[src/rtl/rxq_pkg.sv]
package rxq_pkg;
  typedef struct packed {
    logic brk;
    logic frm;
    logic par;
  } rxq_flags_t;

  localparam int unsigned RXQ_FLAG_W = 3;

  function automatic logic rxq_flagged(input rxq_flags_t f);
    return f.brk | f.frm | f.par;
  endfunction
endpackage

[src/rtl/rxq_store.sv]
module rxq_store
  import rxq_pkg::*;
#(
  parameter int unsigned DEPTH  = 64,
  parameter int unsigned CHAR_W = 8
) (
  input  logic              clk,
  input  logic              rst_n,
  input  logic              push_req,
  input  logic [CHAR_W-1:0] push_ch,
  input  rxq_flags_t        push_fl,
  input  logic              pop_req,
  output logic              full,
  output logic              empty,
  output logic              push_ok,
  output logic              pop_ok,
  output logic [CHAR_W-1:0] head_ch,
  output rxq_flags_t        head_fl
);
  localparam int unsigned AW = (DEPTH > 1) ? $clog2(DEPTH) : 1;
  localparam int unsigned CW = $clog2(DEPTH + 1);
  localparam logic [AW-1:0] LAST = AW'(DEPTH - 1);

  logic [CHAR_W-1:0] mem_ch [DEPTH];
  rxq_flags_t        mem_fl [DEPTH];
  logic [AW-1:0]     wr_ptr, rd_ptr;
  logic [CW-1:0]     level;

  assign full    = (level == CW'(DEPTH));
  assign empty   = (level == '0);
  assign push_ok = push_req && !full;
  assign pop_ok  = pop_req && !empty;
  assign head_ch = mem_ch[rd_ptr];
  assign head_fl = mem_fl[rd_ptr];

  always_ff @(posedge clk) begin
    if (push_ok) begin
      mem_ch[wr_ptr] <= push_ch;
      mem_fl[wr_ptr] <= push_fl;
    end
  end

  always_ff @(posedge clk or negedge rst_n) begin
    if (!rst_n) begin
      wr_ptr <= '0;
      rd_ptr <= '0;
      level  <= '0;
    end else begin
      if (push_ok) wr_ptr <= (wr_ptr == LAST) ? '0 : wr_ptr + 1'b1;
      if (pop_ok)  rd_ptr <= (rd_ptr == LAST) ? '0 : rd_ptr + 1'b1;
      case ({push_ok, pop_ok})
        2'b10:   level <= level + 1'b1;
        2'b01:   level <= level - 1'b1;
        default: level <= level;
      endcase
    end
  end
endmodule

[src/rtl/rxq_errcnt.sv]
module rxq_errcnt #(
  parameter int unsigned DEPTH = 64
) (
  input  logic clk,
  input  logic rst_n,
  input  logic inc,
  input  logic dec,
  output logic any_err
);
  localparam int unsigned CW = $clog2(DEPTH + 1);

  logic [CW-1:0] bad_cnt;

  always_ff @(posedge clk or negedge rst_n) begin
    if (!rst_n) begin
      bad_cnt <= '0;
    end else begin
      case ({inc, dec})
        2'b10:   bad_cnt <= bad_cnt + 1'b1;
        2'b01:   bad_cnt <= bad_cnt - 1'b1;
        default: bad_cnt <= bad_cnt;
      endcase
    end
  end

  assign any_err = (bad_cnt != '0);
endmodule

[src/rtl/rxq_status.sv]
module rxq_status
  import rxq_pkg::*;
(
  input  logic       clk,
  input  logic       rst_n,
  input  logic       lost,
  input  logic       ack,
  input  logic       empty,
  input  logic       any_err,
  input  rxq_flags_t head_fl,
  output logic [7:0] status
);
  logic ovr_q;
  rxq_flags_t shown;

  always_ff @(posedge clk or negedge rst_n) begin
    if (!rst_n)    ovr_q <= 1'b0;
    else if (lost) ovr_q <= 1'b1;
    else if (ack)  ovr_q <= 1'b0;
  end

  assign shown  = empty ? '0 : head_fl;
  assign status = {any_err, 2'b00, shown.brk, shown.frm, shown.par, ovr_q, !empty};
endmodule

[src/rtl/rx_err_fifo.sv]
module rx_err_fifo
  import rxq_pkg::*;
#(
  parameter int unsigned DEPTH  = 64,
  parameter int unsigned CHAR_W = 8
) (
  input  logic              clk,
  input  logic              rst_n,
  input  logic              in_valid,
  output logic              in_ready,
  input  logic [CHAR_W-1:0] in_char,
  input  logic              in_brk,
  input  logic              in_frm,
  input  logic              in_par,
  input  logic              rd_status,
  input  logic              rd_data,
  output logic [7:0]        status_o,
  output logic [CHAR_W-1:0] data_o
);
  rxq_flags_t        in_fl, head_fl;
  logic [CHAR_W-1:0] head_ch;
  logic              full, empty, push_ok, pop_ok, any_err;

  assign in_fl = '{brk: in_brk, frm: in_frm, par: in_par};

  rxq_store #(.DEPTH(DEPTH), .CHAR_W(CHAR_W)) u_store (
    .clk(clk), .rst_n(rst_n),
    .push_req(in_valid), .push_ch(in_char), .push_fl(in_fl),
    .pop_req(rd_data),
    .full(full), .empty(empty), .push_ok(push_ok), .pop_ok(pop_ok),
    .head_ch(head_ch), .head_fl(head_fl)
  );

  rxq_errcnt #(.DEPTH(DEPTH)) u_errcnt (
    .clk(clk), .rst_n(rst_n),
    .inc(push_ok && rxq_flagged(in_fl)),
    .dec(pop_ok && rxq_flagged(head_fl)),
    .any_err(any_err)
  );

  rxq_status u_status (
    .clk(clk), .rst_n(rst_n),
    .lost(in_valid && full), .ack(rd_status),
    .empty(empty), .any_err(any_err), .head_fl(head_fl),
    .status(status_o)
  );

  assign in_ready = !full;
  assign data_o   = empty ? '0 : head_ch;
endmodule

[config.mk]
export PLATFORM = sky130hd
export DESIGN_NAME = rx_err_fifo
export DESIGN_NICKNAME = d
export VERILOG_FILES = /design/src/rtl/rxq_pkg.sv /design/src/rtl/rxq_store.sv /design/src/rtl/rxq_errcnt.sv /design/src/rtl/rxq_status.sv /design/src/rtl/rx_err_fifo.sv
export SDC_FILE = /design/constraint.sdc
export NUM_CORES = 1
export LEC_CHECK = 0
export ABC_AREA = 1
export BUFFER_PORTS_ARGS = -buffer_cell sky130_fd_sc_hd__clkbuf_2
export CAP_MARGIN = 0
export CELL_PAD_IN_SITES_DETAIL_PLACEMENT = 2
export CELL_PAD_IN_SITES_GLOBAL_PLACEMENT = 2
export CORE_UTILIZATION = 35
export DETAILED_ROUTE_END_ITERATION = 6
export PLACE_DENSITY_LB_ADDON = 0.1
export SYNTH_ARGS = -nofsm -noshare
export SYNTH_HDL_FRONTEND = slang
export SYNTH_HIERARCHICAL = 1
export SYNTH_SLANG_ARGS = --single-unit
[constraint.sdc]
create_clock -name clk -period 3.5 [get_ports clk]
set_input_delay 1.05 -clock clk [delete_from_list [all_inputs] [get_ports clk]]
set_output_delay 1.05 -clock clk [all_outputs]
set_load 0.005 [all_outputs]
==> metrics, run 1 <==
post-detail-place hpwl 70800 µm; I/O pin count 33; failing checks negative setup slack; crit path kind reg2out; largest net degree at the start of global routing 65; initial antenna violation count 2; most frequent cells in the layout nand2_1 (872), edfxtp_1 (704), inv_1 (364), nand3_1 (317), nor2_1 (272); Crit path top cell by count nand2_1; Max-Cap Viols 0; most common cell after layout, fill and taps aside nand2_1; Core ar. 90300 µm²; Post-CTS Hold Fix Bufs 0; Crit-path slowest cell dfrtp_4; # clock sinks 731; Post-synth ARST share 3.69%; Clk Latency, worst-skew pair 670 ps; CP max stage delay 520 ps; status finished, violations left; Seq. cell area 21800 µm²; Starting DRT DRC Count 1270; DP Area 35100 µm²; Overflow after GRT 0; final setup margin -469 ps; area of the multi-input gates 8600 µm²; RSZ-0062 raised after global routing true; iteration count of the initial detailed-routing pass 7; routability cong. 0.824; H-tree Lvls 3; Synth warnings 6; DRT Wirelength 113000 µm; Synth cell types 36; CP arrival 2920 ps; Startpoint Class flop; final routed DRC violation total 0; cells after synthesis 3113; root buf cell clkbuf_16; Final Cell Area 39600 µm²; crit path cell chain buf_12 -> buf_16 -> buf_6 -> buf_12 -> nand2_1 -> nand2_1 -> nand2_1 -> nand3_2 -> nand3_1 -> nand2_2 -> nand2_1 -> nand2_1 -> inv_2 -> nand2_2 -> inv_1 -> nor2_2 -> clkbuf_2; number of synthesized flops with an enable pin 704; static leakage 0.0163 µW; final setup vio count 14; critical path required time 2450 ps; I/O Buffers 30; #FFs+latches synth 731; final core occ 43.8%; vias in the first global route 26200; die height 304 µm; ANT nets after route 0; Final Power 32800 µW; CP Max Fanout 17; non-filler instance count after layout 4618; first-pass GRT wire length 169000 µm; Die ar. 92500 µm²; period utilization 113%; worst hold slack 499 ps; fmax 252 MHz; fraction of layout cells with a size suffix above 1 19.6%; final slew viol count 0; Slew Limit Headroom 38.8%; CTS tree built; clk_skew 30.2 ps; area of the mapped netlist 32000 µm²; CTS Buf Count 85; clk slew on worst S/H paths 60 ps; vias per cell 5.09; ys flop type edfxtp_1; Peak VDD IR 0.000593 V; Seq/Total Area, Yosys 68.3%; Final Hold Viols 0; GRT Total Usage 24.5%; via count 23500; dpl cells 4417; Worst setup EP type primary output; die width 304 µm; mean post-synth cell area 10.3 µm²; Max Buffers Root-to-Sink 3; crit path time final 3970 ps; Synth-to-Final Area Change 23.8%; row count 110; DR WL/cell 24.4 µm; Initial Utilization 35.4%; Tightest Hold Check Type reg2reg; Worst Tran Pin Value 917 ps; filler cell count 9387; power per cell area 829 nW/µm²; fin nets 3399
[critical path, delay by kind of cell (launching register included)]
kind | cells | cell delay [ps]
buffers and inverters | 7 | 950
and+or+nand+nor | 10 | 770
DFF | 1 | 520
[worst paths after layout]
kind                       cells after the start                         endpoint                          start  slack (ps)
min in group asynchronous                      1  u_errcnt/bad_cnt[1]$_DFFE_PN0P_                          rst_n         530
min                                            2       u_status/ovr_q$_DFFE_PN0P_     u_status/ovr_q$_DFFE_PN0P_         500
min reg2reg                                    2       u_status/ovr_q$_DFFE_PN0P_     u_status/ovr_q$_DFFE_PN0P_         500
max in group asynchronous                      1    u_store/rd_ptr[0]$_DFFE_PN0P_                          rst_n        2280
max reg2reg                                   29  u_errcnt/bad_cnt[5]$_DFFE_PN0P_  u_store/rd_ptr[0]$_DFFE_PN0P_         -20
max                                           17                        data_o[4]  u_store/rd_ptr[0]$_DFFE_PN0P_        -470
[kinds of logic (layout without fill, tap and decap cells)]
logic type,count (synthesis),count (layout),share of synthesized area [%]
fa+ha+maj,12,12,0.493
other cells,1,3,0.0117
simple gates,1655,1655,21.2
buf+inv,543,870,7.11
xor+xnor,15,15,0.411
flops,731,731,68.3
compound gates,156,156,2.50
[power breakdown]
part	internal (µW)	switching, µW
combinational	5030	8580
clock	5120	3820
sequential	10000	272
[cell type report]
type	count	share of cell area (%)
flip-flops and latches	731	55.1
multi-input cells	1840	21.7
repair buffers	322	8.51
clock buffers	103	5.54
inverters	389	3.80
well taps	1176	3.72
clock inverters	54	1.47
repair inverters	2	0.0822
diodes	1	0.00632
[metrics by stage]
stage / setup WS (ps) / TNS (ps)
after floorplan: 594 / 0
after global placement: -381 / -1810
after detailed placement: -407 / -2330
after CTS: -516 / -5250
after global routing: -568 / -6750
final: -469 / -4830
[sequential cells by signal, summed over array words and instances, names as in the netlist]
register	flops
u_store/mem_ch	512
u_store/level	7
u_store/wr_ptr	6
u_errcnt/bad_cnt	7
u_store/rd_ptr	6
u_status/ovr_q	1
u_store/mem_fl	192
[layer usage]
metal  track usage [%]  part of all wire, %  routed length (µm)
met5                 0                    0                   0
met4              6.10                  2.1                2380
met3              2.80                  2.9                3220
met2              43.6                   51               57900
met1              31.7                   44               49300
[repair_timing]
action | 4_1_cts | 5_1_grt
setup buffers | 25 | 1
setup endpoints to repair | 17 | 17
cloned | 15 | 3
pin swaps | 48 | 47
gates resized for setup | 193 | 88
[synthesized netlist by cell type, types with 3 or more instances]
master    instances  area [µm²]
or2_2             8        50.1
inv_2            10        37.5
nor2_1          296        1110
nand3_1         363        1820
inv_1           376        1410
o21ai_0         116         581
buf_4            16         120
dfrtp_1          27         676
o21ai_1           6        30.0
nand2_1         954        3580
nand4_1          11        68.8
nor2_2            3        18.8
xor2_1           11        96.3
ha_1             11         138
nand2_2          11        68.8
edfxtp_1        704       21100
a21oi_1          30         150
nor3_1            5        25.0
buf_6            13         146
clkbuf_1         45         169
xnor2_1           4        35.0
buf_2            55         275
buf_1            25        93.8
Note: power is estimated with default switching activity, not from simulation.
==> inputs of run 2 (changes only) <==
ABC_AREA = 0   (was 1)
==> metrics, run 2 <==
status finished, violations left; failing checks negative setup slack; dominant cells by area after synthesis edfxtp_1 (73%), mux4_2 (11%), mux2i_1 (2.7%), dfrtp_1 (2.3%), nor2_1 (0.99%); Slew Limit Headroom 27.2% (-12 points); fmax 235 MHz (-6.7%); root buf cell clkbuf_16; crit path time final 4250 ps (+283 ps); Max Buffers Root-to-Sink 3 (unchanged); iteration count of the initial detailed-routing pass 5 (-2); critical path required time 2450 ps (about the same); top-area cell type share of the netlist area 72.7% (+6.5 points); vias in the first global route 16900 (-36%); largest net degree at the start of global routing 65 (unchanged); routability cong. 0.800 (-2.9%); largest family of logic cells by synthesized area multiplexers; CP Max Fanout 7 (-10); xor/xnor share of the synthesized area 0.482% (+0.071 points); area of the mapped netlist 29100 µm² (-9.0%); clk_skew 20.3 ps (-9.94 ps); Synth cell types 60 (+67%); Post-synth ARST share 3.69% (unchanged); Post-synth top cells edfxtp_1 (704), mux4_2 (147), mux2i_1 (77), nor2_1 (77), o22ai_1 (39); r2r worst-path depth 17 (-41%); filler cell count 7406 (-21%); # clock sinks 731 (unchanged); period utilization 121% (+8.1 points); die width 290 µm (-4.6%); CP arrival 3200 ps (+280 ps); #FFs+latches synth 731 (unchanged); power share of the sequential group 35.9% (+4.6 points); Sw Share 31.2% (-7.4 points); Comb pwr share 35.2% (-6.2 points); static leakage 0.0120 µW (-26%); Initial Utilization 35.4% (about the same); mean post-synth cell area 20.2 µm² (+97%); Reg-to-Reg End u_errcnt/bad_cnt[6]$_DFFE_PN0P_; simple-gate portion of the synthesized area 3.30% (-18 points); final routed DRC violation total 0 (unchanged); via count 15300 (-35%); power per cell area 798 nW/µm² (-3.8%); Int Power 19800 µW (-1.6%); I/O pin count 33 (unchanged); max reg flops 512 (unchanged); cells after synthesis 1441 (-54%); post-detail-place hpwl 54700 µm (-23%); Synth-to-Final Area Change 24.3%; Core ar. 82100 µm² (-9.1%); final setup margin -752 ps (-283 ps); reg2reg start u_store/rd_ptr[0]$_DFFE_PN0P_; most common cell after layout, fill and taps aside edfxtp_1; final setup vio count 17 (+3); Overflow after GRT 0 (unchanged); I/O Buffers 30 (unchanged); Synth area leader edfxtp_1; Worst Tran Pin Value 1090 ps (+175 ps); Seq/Total Area, Yosys 75.0% (+6.8 points); CTS Buf Count 83 (-2.4%); Setup crit end data_o[5]; mux cell area share after synthesis 15.1% (+15 points); CP Launch Point u_store/rd_ptr[0]$_DFFE_PN0P_; final slew viol count 0 (unchanged); clock power share 28.9% (+1.7 points); count leader, synth edfxtp_1; area of the multi-input gates 7420 µm² (-14%); fraction of layout cells with a size suffix above 1 39.0% (+19 points); fin nets 1802 (-47%); DRT Wirelength 84600 µm (-25%); Synth warnings 6 (unchanged); Most flops, register u_store/mem_ch; Max-Cap Viols 0 (unchanged); H-tree Lvls 3 (unchanged); Final Hold Viols 0 (unchanged); post-synthesis compound-gate area fraction 3.48% (+0.98 points); GRT Total Usage 20.3% (-4.3 points); Peak VDD IR 0.000357 V (-40%); RSZ-0062 raised after global routing true; die height 290 µm (-4.6%); row count 105 (-4.5%); DP Area 32100 µm² (-8.4%); DR WL/cell 29.0 µm (+19%); Worst setup EP type primary output; Psw 9000 µW (-29%); Final Cell Area 36100 µm² (-8.7%); Clk Latency, worst-skew pair 630 ps (-40 ps); Starting DRT DRC Count 1111 (-13%); ys flop type edfxtp_1; ANT nets after route 0 (unchanged); vias per cell 5.27 (+3.6%); adder-cell share of the synthesized area 0.542% (+0.049 points); number of synthesized flops with an enable pin 704 (unchanged); clk slew on worst S/H paths 60 ps (about the same); Startpoint Class flop; Die ar. 84300 µm² (-8.9%); Regs by FF count u_store/mem_ch (512), u_store/mem_fl (192); Seq. cell area 21800 µm² (about the same); initial antenna violation count 4 (+2); CTS tree built; Reg2Reg Setup Slack -670 ps (-650 ps); crit path kind reg2out; most frequent cells in the layout edfxtp_1 (704), buf_4 (228), mux4_2 (149), clkbuf_16 (87), nor2_1 (76); Tightest Hold Check Type reg2reg; Setup TNS -9950 ps (-5120 ps); first-pass GRT wire length 123000 µm (-27%)
==> run 2: layer usage <==
metal | track usage (%) | vias up | routed length (µm)
met5 | 0 | - | 8
met4 | 5.98 | 2 | 1670
met3 | 3.02 | 103 | 3130
met2 | 32.6 | 272 | 41400
met1 | 28.6 | 8341 | 38400
li1 | - | 6626 | -
==> run 2: kinds of logic after synthesis <==
kind of cell             count (synthesis)
adder cells (fa/ha/maj)                 12
AO/OA/AOI/OAI                          149
XOR/XNOR                                16
AND/OR/NAND/NOR                        193
flip-flops                             731
other                                    1
buffers and inverters                   96
multiplexers                           243
==> run 2: timing repair <==
| action | CTS | global route |
|---|---|---|
| pin swaps | 36 | 31 |
| resized for setup | 158 | 53 |
| setup endpoints to repair | 17 | 19 |
| setup buffers | 45 | 11 |
| hold buffers | 0 | 0 |
| gates cloned | 2 | 0 |
==> run 2: power by group through the flow <==
stage / Sequential, µW / Clock (µW) / Combinational, µW
after floorplan: 10300 / 0 / 4820
after global placement: 10500 / 0 / 8450
after detailed placement: 10500 / 0 / 8560
after CTS: 10400 / 8560 / 9800
after global routing: 10400 / 8870 / 10800
final: 10400 / 8330 / 10100
==> run 2: worst min-delay path by stage <==
stage,from,end,slack (ps),cells after the start
2_1_floorplan,u_status/ovr_q$_DFFE_PN0P_,u_status/ovr_q$_DFFE_PN0P_,450,1
3_3_place_gp,u_status/ovr_q$_DFFE_PN0P_,u_status/ovr_q$_DFFE_PN0P_,460,1
3_5_place_dp,u_status/ovr_q$_DFFE_PN0P_,u_status/ovr_q$_DFFE_PN0P_,470,1
4_1_cts,u_status/ovr_q$_DFFE_PN0P_,u_status/ovr_q$_DFFE_PN0P_,490,1
5_1_grt,u_status/ovr_q$_DFFE_PN0P_,u_status/ovr_q$_DFFE_PN0P_,510,1
6_report,u_status/ovr_q$_DFFE_PN0P_,u_status/ovr_q$_DFFE_PN0P_,480,1
==> run 2: critical path, cell delays in order, from the launching register on <==
cell and delay, ps:
dfrtp_4 560, buf_12 180, or3b_4 460, buf_6 170, o22ai_2 280, a211oi_2 100
a21oi_1 150, buf_4 150, a211o_1 110, nor2b_1 150, buf_4 160, clkbuf_2 110
==> run 2: cell type report <==
class                   instances  share of cell area, %
multi-input cells             615                   20.5
flip-flops and latches        731                   60.4
repair buffers                327                   8.04
inverters                      16                  0.166
clock buffers                 110                   6.29
well taps                    1070                   3.70
clock inverters                40                  0.821
diodes                          4                 0.0277
==> run 2: per-stage QoR <==
step                power, µW  hold WS [ps]  std cells  setup WS [ps]  utilization [%]
floorplan               15100           454       1442           -120                -
global placement        19000           461       2714           -510             39.1
detailed placement      19100           473       2714           -492             39.1
CTS                     28700           487       2902           -776             43.6
global route            30000           511       2911           -827             44.0
finish                  28800           478       2913           -752             44.0
==> inputs of run 3 (changes only) <==
REMOVE_ABC_BUFFERS = 1   (was default)
clock period = 5 ns   (was 3.5 ns; I/O delays follow)
==> metrics, run 3 (same netlist as run 2, synthesis figures left out) <==
status finished clean; Final Hold Viols 0 (unchanged); Regs by FF count u_store/mem_ch (512), u_store/mem_fl (192); Clk Latency, worst-skew pair 620 ps (about the same); Worst setup EP type primary output; vias in the first global route 16000 (-4.9%); Setup TNS 0 ps (+9950 ps); Final Power 18300 µW (-36%); row count 105 (unchanged); fin nets 1656 (-8.1%); Post-CTS Hold Fix Bufs 0 (unchanged); CP arrival 3420 ps (+220 ps); fraction of layout cells with a size suffix above 1 28.0% (-11 points); Slew Limit Headroom 22.3% (-4.8 points); Max-Cap Viols 0 (unchanged); H-tree Lvls 3 (unchanged); via count 14800 (-3.4%); RSZ-0062 raised after global routing false; Peak VDD IR 0.000341 V (-4.5%); clk_skew 17.7 ps (-2.51 ps); DRT Wirelength 84100 µm (-0.63%); Reg2Reg Setup Slack 520 ps (+1190 ps); period utilization 98.4%; final core occ 41.4% (-2.7 points); Max Buffers Root-to-Sink 3 (unchanged); worst hold slack 500 ps (+22.4 ps); CTS Buf Count 83 (unchanged); DR WL/cell 30.5 µm (+5.0%); crit path kind reg2out; CP Max Fanout 20 (+13); Initial Utilization 35.4% (unchanged); die width 290 µm (unchanged); first-pass GRT wire length 121000 µm (-1.7%); Antenna Cells 0 (-4); Starting DRT DRC Count 1087 (-2.2%); Startpoint Class flop; iteration count of the initial detailed-routing pass 7 (+2); Worst Tran Pin Value 1160 ps (+72.6 ps); most common cell after layout, fill and taps aside edfxtp_1; # clock sinks 731 (unchanged); initial antenna violation count 2 (-2); largest net degree at the start of global routing 66 (+1.5%); final routed DRC violation total 0 (unchanged); GRT Total Usage 20.2% (-0.072 points); ANT nets after route 0 (unchanged); max reg flops 512 (unchanged); most frequent cells in the layout edfxtp_1 (704), mux4_2 (147), buf_4 (134), clkbuf_16 (83); Tightest Hold Check Type reg2reg; critical path required time 3500 ps (+1050 ps); I/O Buffers 30 (unchanged); dpl cells 2607 (-3.9%); final setup vio count 0 (-17); final slew viol count 0 (unchanged); die height 290 µm (unchanged); non-filler instance count after layout 2758 (-5.3%); routability cong. 0.803 (+0.37%); Overflow after GRT 0 (unchanged); Die ar. 84300 µm² (unchanged); post-detail-place hpwl 53900 µm (-1.5%); fmax 203 MHz; Synth-to-Final Area Change 16.7%; root buf cell clkbuf_16; clk slew on worst S/H paths 60 ps (about the same); static leakage 0.0111 µW (-8.0%); power per cell area 540 nW/µm² (-32%); I/O pin count 33 (unchanged); CTS tree built; crit path time final 4920 ps; Most flops, register u_store/mem_ch; vias per cell 5.37 (+2.0%); Core ar. 82100 µm² (unchanged)
run 3: stage by stage:
| step | worst slack, ps | cell area (µm²) |
|---|---|---|
| floorplan | -3270 | 28600 |
| global placement | 292 | 31300 |
| detailed placement | 251 | 31300 |
| CTS | -1.40 | 33800 |
| global route | 9.19 | 34000 |
| finish | 81.7 | 34000 |
run 3: cell type report:
class                           instances  area, µm²
Sequential cell                       731      21800
Multi-Input combinational cell        615       6750
Tap cell                             1070       1340
Timing Repair Buffer                  181       1460
Inverter                               16       60.1
Clock buffer                          100       2140
Fill cell                            7585      48200
Clock inverter                         45        372
run 3: what timing repair did:
action,4_1_cts,5_1_grt
setup endpoints to repair,10,7
gates resized for setup,9,7
setup buffers,1,5
endpoints found under the hold margin,0,0
pin swaps,0,0
run 3: final timing paths:
kind | startpoint | end | cells after the start
worst min-delay path | u_status/ovr_q$_DFFE_PN0P_ | u_status/ovr_q$_DFFE_PN0P_ | 1
worst max register to register | u_store/level[3]$_DFFE_PN0P_ | u_store/level[6]$_DFFE_PN0P_ | 11
min in group asynchronous | rst_n | u_store/level[3]$_DFFE_PN0P_ | 1
max in group asynchronous | rst_n | u_store/rd_ptr[2]$_DFFE_PN0P_ | 1
worst min register to register | u_status/ovr_q$_DFFE_PN0P_ | u_status/ovr_q$_DFFE_PN0P_ | 1
worst max-delay path | u_store/rd_ptr[1]$_DFFE_PN0P_ | data_o[2] | 8
run 3: worst max-delay path: stages (launching register included):
cell and delay (ps):
dfrtp_4 460, buf_12 210, buf_6 240, mux4_2 530, mux2i_1 290, o22ai_1 300
a211o_1 430, nor2b_1 170, clkbuf_2 110
run 3: report_power, final:
| part | internal [µW] | total, µW | switching (µW) |
|---|---|---|---|
| logic | 2260 | 5300 | 3040 |
| clock network | 3340 | 5770 | 2430 |
| registers | 7010 | 7270 | 259 |
run 3: routing by layer:
layer	share of wire [%]	wire length [µm]	global-route usage, %	vias to the layer above
met5	0	0	0	-
met4	2.0	1700	5.19	0
met3	3.5	2920	2.73	96
met2	49	41300	33.1	276
met1	45	38200	28.4	8127
li1	-	-	-	6320
